<file path="src/rtl/adq_pkg.sv">
package adq_pkg;

  localparam int NUM_PATHS = 2;
  localparam int IDX_W     = 2;
  localparam int LANE_W    = 2;

  typedef enum logic [1:0] {
    SQ_IDLE = 2'd0,
    SQ_BUSY = 2'd1,
    SQ_GAP  = 2'd2
  } sq_state_t;

  function automatic logic [IDX_W-1:0] final_index(input logic stereo, input logic wide);
    logic [IDX_W-1:0] r;
    case ({wide, stereo})
      2'b00:   r = IDX_W'(0);
      2'b01:   r = IDX_W'(1);
      2'b10:   r = IDX_W'(1);
      default: r = IDX_W'(3);
    endcase
    return r;
  endfunction

  function automatic logic [LANE_W-1:0] lane_code(input logic [IDX_W-1:0] idx,
                                                  input logic stereo, input logic wide);
    logic [LANE_W-1:0] r;
    case ({wide, stereo})
      2'b11:   r = idx;
      2'b10:   r = {1'b0, idx[0]};
      2'b01:   r = {idx[0], 1'b0};
      default: r = '0;
    endcase
    return r;
  endfunction

endpackage

</file>
<file path="src/rtl/adq_beat_seq.sv">
module adq_beat_seq
  import adq_pkg::*;
(
  input  logic              clk,
  input  logic              rst,
  input  logic              en,
  input  logic              need,
  input  logic              grant,
  input  logic              fmt_stereo,
  input  logic              fmt_wide,
  input  logic              xfer,
  output logic              req,
  output logic              done,
  output logic [LANE_W-1:0] lane,
  output logic              busy
);

  sq_state_t        state;
  logic [IDX_W-1:0] idx;
  logic             stereo_q;
  logic             wide_q;
  logic [IDX_W-1:0] idx_nx;

  assign idx_nx = idx + IDX_W'(1);
  assign busy   = (state != SQ_IDLE);

  always_ff @(posedge clk) begin
    if (rst) begin
      state    <= SQ_IDLE;
      idx      <= '0;
      stereo_q <= 1'b0;
      wide_q   <= 1'b0;
      req      <= 1'b0;
      done     <= 1'b0;
      lane     <= '0;
    end else begin
      done <= 1'b0;
      case (state)
        SQ_IDLE: begin
          if (en && need && grant) begin
            state    <= SQ_BUSY;
            req      <= 1'b1;
            idx      <= '0;
            lane     <= '0;
            stereo_q <= fmt_stereo;
            wide_q   <= fmt_wide;
          end
        end
        SQ_BUSY: begin
          if (xfer) begin
            if (idx == final_index(stereo_q, wide_q)) begin
              state <= SQ_GAP;
              req   <= 1'b0;
              done  <= 1'b1;
              idx   <= '0;
              lane  <= '0;
            end else begin
              idx  <= idx_nx;
              lane <= lane_code(idx_nx, stereo_q, wide_q);
            end
          end
        end
        default: state <= SQ_IDLE;
      endcase
    end
  end

endmodule

</file>
<file path="src/rtl/adq_router.sv">
module adq_router (
  input  logic single_chan,
  input  logic play_en,
  input  logic play_need,
  input  logic play_busy,
  input  logic cap_busy,
  input  logic play_req,
  input  logic cap_req,
  input  logic ack_a,
  input  logic ack_b,
  input  logic rd_stb,
  input  logic wr_stb,
  output logic play_grant,
  output logic cap_grant,
  output logic play_xfer,
  output logic cap_xfer,
  output logic req_a,
  output logic req_b
);

  logic cap_ack;

  assign cap_ack    = single_chan ? ack_a : ack_b;
  assign play_xfer  = play_req & ack_a & wr_stb;
  assign cap_xfer   = cap_req & cap_ack & rd_stb;

  assign play_grant = ~single_chan | ~cap_busy;
  assign cap_grant  = ~single_chan | (~play_busy & ~(play_en & play_need));

  assign req_a      = play_req | (single_chan & cap_req);
  assign req_b      = ~single_chan & cap_req;

endmodule

</file>
<file path="src/rtl/audio_dma_seq.sv">
module audio_dma_seq
  import adq_pkg::*;
(
  input  logic              clk,
  input  logic              rst,
  input  logic              single_chan,
  input  logic              play_en,
  input  logic              cap_en,
  input  logic              fmt_stereo,
  input  logic              fmt_wide,
  input  logic              play_need,
  input  logic              cap_need,
  input  logic              ack_a,
  input  logic              ack_b,
  input  logic              rd_stb,
  input  logic              wr_stb,
  output logic              req_a,
  output logic              req_b,
  output logic              play_done,
  output logic              cap_done,
  output logic [LANE_W-1:0] play_lane,
  output logic [LANE_W-1:0] cap_lane
);

  logic [NUM_PATHS-1:0] en_v;
  logic [NUM_PATHS-1:0] need_v;
  logic [NUM_PATHS-1:0] grant_v;
  logic [NUM_PATHS-1:0] xfer_v;
  logic [NUM_PATHS-1:0] req_v;
  logic [NUM_PATHS-1:0] done_v;
  logic [NUM_PATHS-1:0] busy_v;
  logic [LANE_W-1:0]    lane_v [NUM_PATHS];

  logic play_req_i, cap_req_i, play_xfer_i, cap_xfer_i;

  assign en_v   = {cap_en, play_en};
  assign need_v = {cap_need, play_need};

  for (genvar g = 0; g < NUM_PATHS; g++) begin : g_path
    adq_beat_seq u_seq (
      .clk        (clk),
      .rst        (rst),
      .en         (en_v[g]),
      .need       (need_v[g]),
      .grant      (grant_v[g]),
      .fmt_stereo (fmt_stereo),
      .fmt_wide   (fmt_wide),
      .xfer       (xfer_v[g]),
      .req        (req_v[g]),
      .done       (done_v[g]),
      .lane       (lane_v[g]),
      .busy       (busy_v[g])
    );
  end

  adq_router u_route (
    .single_chan (single_chan),
    .play_en     (play_en),
    .play_need   (play_need),
    .play_busy   (busy_v[0]),
    .cap_busy    (busy_v[1]),
    .play_req    (req_v[0]),
    .cap_req     (req_v[1]),
    .ack_a       (ack_a),
    .ack_b       (ack_b),
    .rd_stb      (rd_stb),
    .wr_stb      (wr_stb),
    .play_grant  (grant_v[0]),
    .cap_grant   (grant_v[1]),
    .play_xfer   (xfer_v[0]),
    .cap_xfer    (xfer_v[1]),
    .req_a       (req_a),
    .req_b       (req_b)
  );

  assign play_req_i  = req_v[0];
  assign cap_req_i   = req_v[1];
  assign play_xfer_i = xfer_v[0];
  assign cap_xfer_i  = xfer_v[1];

  assign play_done = done_v[0];
  assign cap_done  = done_v[1];
  assign play_lane = lane_v[0];
  assign cap_lane  = lane_v[1];

endmodule

</file>
<file path="config.mk">
export PLATFORM = sky130hd
export DESIGN_NAME = audio_dma_seq
export DESIGN_NICKNAME = d
export VERILOG_FILES = /design/src/rtl/adq_pkg.sv /design/src/rtl/adq_beat_seq.sv /design/src/rtl/adq_router.sv /design/src/rtl/audio_dma_seq.sv
export SDC_FILE = /design/constraint.sdc
export NUM_CORES = 1
export LEC_CHECK = 0
export BUFFER_PORTS_ARGS = -buffer_cell sky130_fd_sc_hd__buf_2
export CAP_MARGIN = 30
export CELL_PAD_IN_SITES_DETAIL_PLACEMENT = 1
export CELL_PAD_IN_SITES_GLOBAL_PLACEMENT = 1
export CORE_ASPECT_RATIO = 1.4
export CORE_MARGIN = 2
export CORE_UTILIZATION = 36
export CTS_BUF_LIST = sky130_fd_sc_hd__clkbuf_4
export DETAILED_ROUTE_END_ITERATION = 7
export HOLD_SLACK_MARGIN = 0.15
export PLACE_DENSITY_LB_ADDON = 0.1
export SLEW_MARGIN = 20
export SYNTH_ARGS = -nofsm -noshare
export SYNTH_HDL_FRONTEND = slang
export SYNTH_SLANG_ARGS = --single-unit
</file>
<file path="constraint.sdc">
create_clock -name clk -period 1.4 [get_ports clk]
set_input_delay 0.07 -clock clk [delete_from_list [all_inputs] [get_ports clk]]
set_output_delay 0.07 -clock clk [all_outputs]
set_load 0.02 [all_outputs]
</file>
# Yosys cells after proc, flatten, opt, wreduce, memory -nomap -nowiden
# Index checks and enable logic that the tools add are counted.
[word_totals] ramBits=0 n_memories=0 latch_bits=0 elab_cells=118 romBits=0 input_bits=13 ff_bits=20
[classes] shift=0 n_div=0 n_reduce_logical=24 bitwise_logic=19 n_mul=0 magnitude_cmp=0 eq_ne=16 add_sub_neg=2 muxes=43
[op_table] operator="$mux 2" n=22
[op_table] operator="$pmux 2 s2" n=8
[op_table] operator="$pmux 2 s3" n=2
[op_table] operator="$reduce_and 3->1" n=4
[op_table] operator="$ne 2x1->1 const B" n=5
[op_table] operator="$mux 1" n=9
[op_table] operator="$and 1x1->1" n=8
[op_table] operator="$eq 2x1->1 const B" n=4
[op_table] operator="$eq 2x2->1 const B" n=4
[op_table] operator="$logic_not 2->1" n=4
[op_table] operator="$not 1->1" n=8
[op_table] operator="$reduce_and 4->1" n=2
[op_table] operator="$reduce_bool 2->1" n=4
[op_table] operator="$reduce_or 3->1" n=2
[op_table] operator="$add 2x1->2 const B" n=2
[op_table] operator="$eq 2x2->1" n=2
[op_table] operator="$logic_and 1x1->1" n=4
[op_table] operator="$pmux 1 s2" n=2
[op_table] operator="$reduce_and 2->1" n=2
[op_table] operator="$reduce_or 2->1" n=2
[op_table] operator="$or 1x1->1" n=3
[op_table] operator="$ne 2x2->1 const B" n=1

# Longest topological paths before layout
[depth] word_depth=10 ltp_mapped=5 mapped_depth_nobuf=4

# Cells and area by module
# A second synthesis with hierarchy kept.
[hier_totals] hier_cells=117 hier_area_um2=1031.0
[modules_own_cells] module="adq_beat_seq (g_path[1].u_seq)" seq_area_each_um2=200.2 cells_each=55 instances=1 area_per_inst_um2=498.0
[modules_own_cells] module="adq_beat_seq (g_path[0].u_seq)" seq_area_each_um2=200.2 cells_each=53 instances=1 area_per_inst_um2=476.7
[modules_own_cells] module="adq_router" seq_area_each_um2=0.0 cells_each=9 instances=1 area_per_inst_um2=56.3

# Worst setup path after synthesis
# No wires, ideal clock.
[synth_timing] path_kind="register -> register" start="register g_path[0].u_seq.state[1]" end="register g_path[1].u_seq.wide_q" arrival_ps=1274 path_buffers=1 period_less_slack_ps=1402 stages_incl_launch_ff=6 slack_ps=-2 setup_time_ps=128 path_cell_list="dfxtp_1 a211o_1 a2111o_1 buf_6 mux2i_1 nor2_1"
[synth_via] elab_chain_len=6
[synth_rtl] item="start: declaration" line_no="adq_beat_seq.sv:18" source="sq_state_t state;"
[synth_rtl] item="start signal: assignment" line_no="adq_beat_seq.sv:29" source="state <= SQ_IDLE;"
[synth_rtl] item="start signal: assignment" line_no="adq_beat_seq.sv:41" source="state <= SQ_BUSY;"
[synth_rtl] item="start signal: assignment" line_no="adq_beat_seq.sv:52" source="state <= SQ_GAP;"
[synth_rtl] item="$reduce_bool 2->1" line_no="adq_beat_seq.sv:25" source="assign busy = (state != SQ_IDLE);"
[synth_rtl] item="$not 1->1" line_no="adq_router.sv:28" source="assign cap_grant = ~single_chan | (~play_busy & ~(play_en & play_need));"
[synth_rtl] item="$and 1x1->1" line_no="adq_router.sv:28"
[synth_rtl] item="$or 1x1->1" line_no="adq_router.sv:28"
[synth_rtl] item="$logic_and 1x1->1" line_no="adq_beat_seq.sv:40" source="if (en && need && grant) begin"
[synth_rtl] item="$reduce_and 2->1 (no line)"
[synth_rtl] item="end signal: assignment" line_no="adq_beat_seq.sv:46" source="wide_q <= fmt_wide;"
[synth_rtl] item="end: declaration" line_no="adq_beat_seq.sv:21" source="logic wide_q;"
# Every way passes these cells.
# A chain may end at the register's enable or synchronous reset.

# Worst setup path in the final report
# Ends and elaborated chain as after synthesis.

==> parameters.txt <==
Parameter                              Value

Finish
  Diodes inserted    0
  Post-layout net count    151
  Final core utilization    48.60%
  Area growth from synthesis to layout    26.21%
  Fraction of layout cells with a size suffix above 1    27.94%
  Number of filler cells placed in the layout    313
  Number of cells in the finished layout apart from fillers    170

Die
  Cell row count    21
  Top Ports    21
  Chip Width    46.98 µm
  Overall die area    0.003014 mm²
  Placeable Area    0.002417 mm²
  Chip height    64.17 µm
  Effective utilization at floorplan    38.51%

Yosys
  Fraction of the mapped netlist area in compound gates    16.53%
  Async set or reset register ratio after synthesis    0%
  #FFs+latches synth    20
  Share of synthesized cell area in and, or, nand and nor gates    27.02%
  Most used standard cell by instance count after synthesis    sky130_fd_sc_hd__dfxtp_1
  Library cell occupying the most area in the post-synthesis netlist    sky130_fd_sc_hd__dfxtp_1
  Mean instance size in the synthesized netlist    8.782 µm²
  Netlist area before placement    930.9 µm²
  Top_reg_cell synth    sky130_fd_sc_hd__dfxtp_1
  Post-synthesis xor/xnor area fraction    3.763%
  Unique cell type count in the Yosys netlist    36
  Seq/Total Area, Yosys    43.01%
  Gate Count Post-Synth    106
  Synthesized-area fraction occupied by adder cells    0%
  Multiplexer share of the synthesized area    5.511%
  Number of enable flip-flop cells after synthesis    0
  Largest family of logic cells by synthesized area    simple AND/OR/NAND/NOR gates
  Biggest area contributors in the synthesized netlist    sky130_fd_sc_hd__dfxtp_1, sky130_fd_sc_hd__a21oi_1, sky130_fd_sc_hd__mux2i_1, sky130_fd_sc_hd__nand3_1, sky130_fd_sc_hd__nor2_1
  Leading cell types by count after synthesis    sky130_fd_sc_hd__dfxtp_1, sky130_fd_sc_hd__a21oi_1, sky130_fd_sc_hd__nor2_1, sky130_fd_sc_hd__nand3_1
  Total of warnings raised by yosys    0
  Synth Net Count    119
  Top-area cell type share of the netlist area    43.01%

Setup path
  Setup Crit Path Kind    register to register
  Top fanout value on the critical path    8
  Worst Path Arrival    1.66 ns
  Crit start category    register
  Critical path required time    1.57 ns
  Source of the worst register-to-register timing path    g_path[0].u_seq.state[1]
  Sort of element at the end of the critical path    register
  Reg2reg setup slack    -0.09 ns
  Startpoint of the worst setup timing path    g_path[0].u_seq.state[1]

Pwr
  Areal power density over the cells    862.1 mW/mm²
  Highest ir drop seen on vdd    0.0005588 V
  Leakage dissipation    0.5000 nW
  Total power draw    1.013 mW

Timing
  Total negative slack for setup checks    -0.3184 ns
  Clock period minus worst slack    1.493 ns
  Final Hold Viols    0
  Fmax achieved    0.6697 GHz
  Unrepaired setup endpoints after global routing    yes
  Slew Viols, Final    0
  Relative slew slack    75.16%
  Final clock period utilization by the worst path    106.7%
  Worst setup slack after layout    -0.09324 ns
  Final number of setup-violating endpoints    6
  Clock skew    0.008501 ns
  Measured slew at the worst slew-check pin    0.3726 ns

Detailed routing
  Via density per instance    5.200
  Total via count after detailed routing    884
  Residual DRC    0
  Average wire length per cell after detail routing    14.11 µm
  Detailed-router iteration count before antenna repair    4
  Post-DRT Antenna Nets    0
  Detailed Route WL    2.399 mm
  Count of routing violations after the opening detailed-route iteration    12

Place
  Final weighted congestion in routability-driven placement    0.7696
  DPL Wire Length    1.915 mm
  Cell Count Post-Placement    164
  Count of input and output buffers    20

CTS
  TritonCTS clock tree    built
  Worst-Skew Late Latency    0.29 ns
  Clock Tree Root    sky130_fd_sc_hd__clkbuf_4
  Number of levels in the clock H-tree    1
  TritonCTS Buffers    3
  Register clock-pin slew on the reported worst setup and hold paths    0.11 ns
  Buffer depth of the longest clock path    2
  Sinks on the clock net    20

Global routing
  Vias in the first global route    959
  GRT Residual Overflow    0
  Global-route total usage across every layer    18.94%
  Maximum number of pins on one net before global-route repair    23
  First-pass GRT wire length    4.257 mm
  Number of antenna violations at the first check in global routing    0

Outcome
  Run status    finished, violations left
  Violated checks    setup timing

Hold path
  Hold wc startpoint    rst
  Hold/Removal Path Class    input pin to register

Flow run
  Number of maximum-capacitance violations    0
timing repair:
action,CTS,global route
setup buffers,0,1
hold endpoints to repair,4,0
endpoints found under the setup margin,8,11
pin swaps,2,3
gates resized for setup,1,3
hold buffers,2,0
layout make-up:
| cell class | count | area, µm² | share of cell area (%) |
|---|---|---|---|
| Tap cell | 34 | 42.54 | 3.621 |
| Clock buffer | 3 | 22.52 | 1.917 |
| Timing Repair Buffer | 32 | 195.2 | 16.61 |
| Inverter | 3 | 11.26 | 0.9585 |
| Multi-Input combinational cell | 78 | 503.0 | 42.81 |
| Sequential cell | 20 | 400.4 | 34.08 |
layout by cell type (no fill, tap or decap), types with 2 or more instances in the layout:
| cell type | n |
|---|---|
| sky130_fd_sc_hd__dlygate4sd3_1 | 2 |
| sky130_fd_sc_hd__nand3_1 | 8 |
| sky130_fd_sc_hd__nor2_1 | 10 |
| sky130_fd_sc_hd__o21ai_1 | 2 |
| sky130_fd_sc_hd__nand2_1 | 2 |
| sky130_fd_sc_hd__clkbuf_4 | 3 |
| sky130_fd_sc_hd__o21ai_0 | 2 |
| sky130_fd_sc_hd__nor3_1 | 4 |
| sky130_fd_sc_hd__nand2b_1 | 3 |
| sky130_fd_sc_hd__inv_1 | 3 |
| sky130_fd_sc_hd__nand4_1 | 3 |
| sky130_fd_sc_hd__mux2i_1 | 4 |
| sky130_fd_sc_hd__dfxtp_1 | 20 |
| sky130_fd_sc_hd__xnor2_1 | 3 |
| sky130_fd_sc_hd__o211ai_1 | 2 |
| sky130_fd_sc_hd__nand4b_1 | 3 |
| sky130_fd_sc_hd__buf_2 | 20 |
| sky130_fd_sc_hd__buf_4 | 10 |
| sky130_fd_sc_hd__a21oi_1 | 10 |
| sky130_fd_sc_hd__nor2b_1 | 4 |
metal layers:
metal | wire, µm | part of all wire [%] | track usage [%]
met5 | 0 | 0 | 0
met2 | 1339 | 56 | 34.42
met4 | 17 | 0.71 | 6.250
met3 | 32 | 1.3 | 2.542
met1 | 1010 | 42 | 21.14
sequential cells by signal, indices dropped and copies added, names as in the netlist:
signal	count
g_path.u_seq.state	4
g_path.u_seq.idx	4
g_path.u_seq.req	2
g_path.u_seq.done	2
g_path.u_seq.lane	4
g_path.u_seq.stereo_q	2
g_path.u_seq.wide_q	2
cells by family (layout without fill, tap and decap cells):
| kind of cell | after synthesis | count (layout) |
|---|---|---|
| and+or+nand+nor | 45 | 45 |
| DFF | 20 | 20 |
| buffers and inverters | 8 | 38 |
| AOI/OAI and AO/OA | 24 | 24 |
| muxes | 5 | 5 |
| xor gates and xnor gates | 4 | 4 |
per-stage QoR:
| stage | worst slack [ns] | hold slack (ns) | area (µm²) |
|---|---|---|---|
| after floorplan | 0.04122 | 0.1738 | 930.9 |
| after global placement | -0.05425 | 0.3264 | 1114 |
| after detailed placement | -0.07466 | 0.3338 | 1114 |
| after CTS | -0.1041 | 0.1581 | 1161 |
| after global routing | -0.1819 | 0.1888 | 1175 |
| final | -0.09324 | 0.1619 | 1175 |
where the power goes:
group | internal (mW) | leakage (nW) | switching (mW)
registers | 0.584 | 0.162 | 0.0177
clock network | 0.0999 | 0.0138 | 0.159
logic | 0.0757 | 0.324 | 0.0765
worst max-delay path: stages (launching register included):
cell and delay [ns]:
sky130_fd_sc_hd__dfxtp_1 0.33, sky130_fd_sc_hd__a211o_1 0.27, sky130_fd_sc_hd__a2111o_1 0.51, sky130_fd_sc_hd__mux2i_1 0.21, sky130_fd_sc_hd__nor2_1 0.05
worst paths after layout:
kind	end	depth (start not counted)
setup reg to reg	g_path[1].u_seq.wide_q	4
setup / recovery	g_path[1].u_seq.wide_q	4
hold / removal	g_path[1].u_seq.state[1]	2
hold reg to reg	g_path[0].u_seq.lane[0]	2
(Power assumes the default switching activity.)
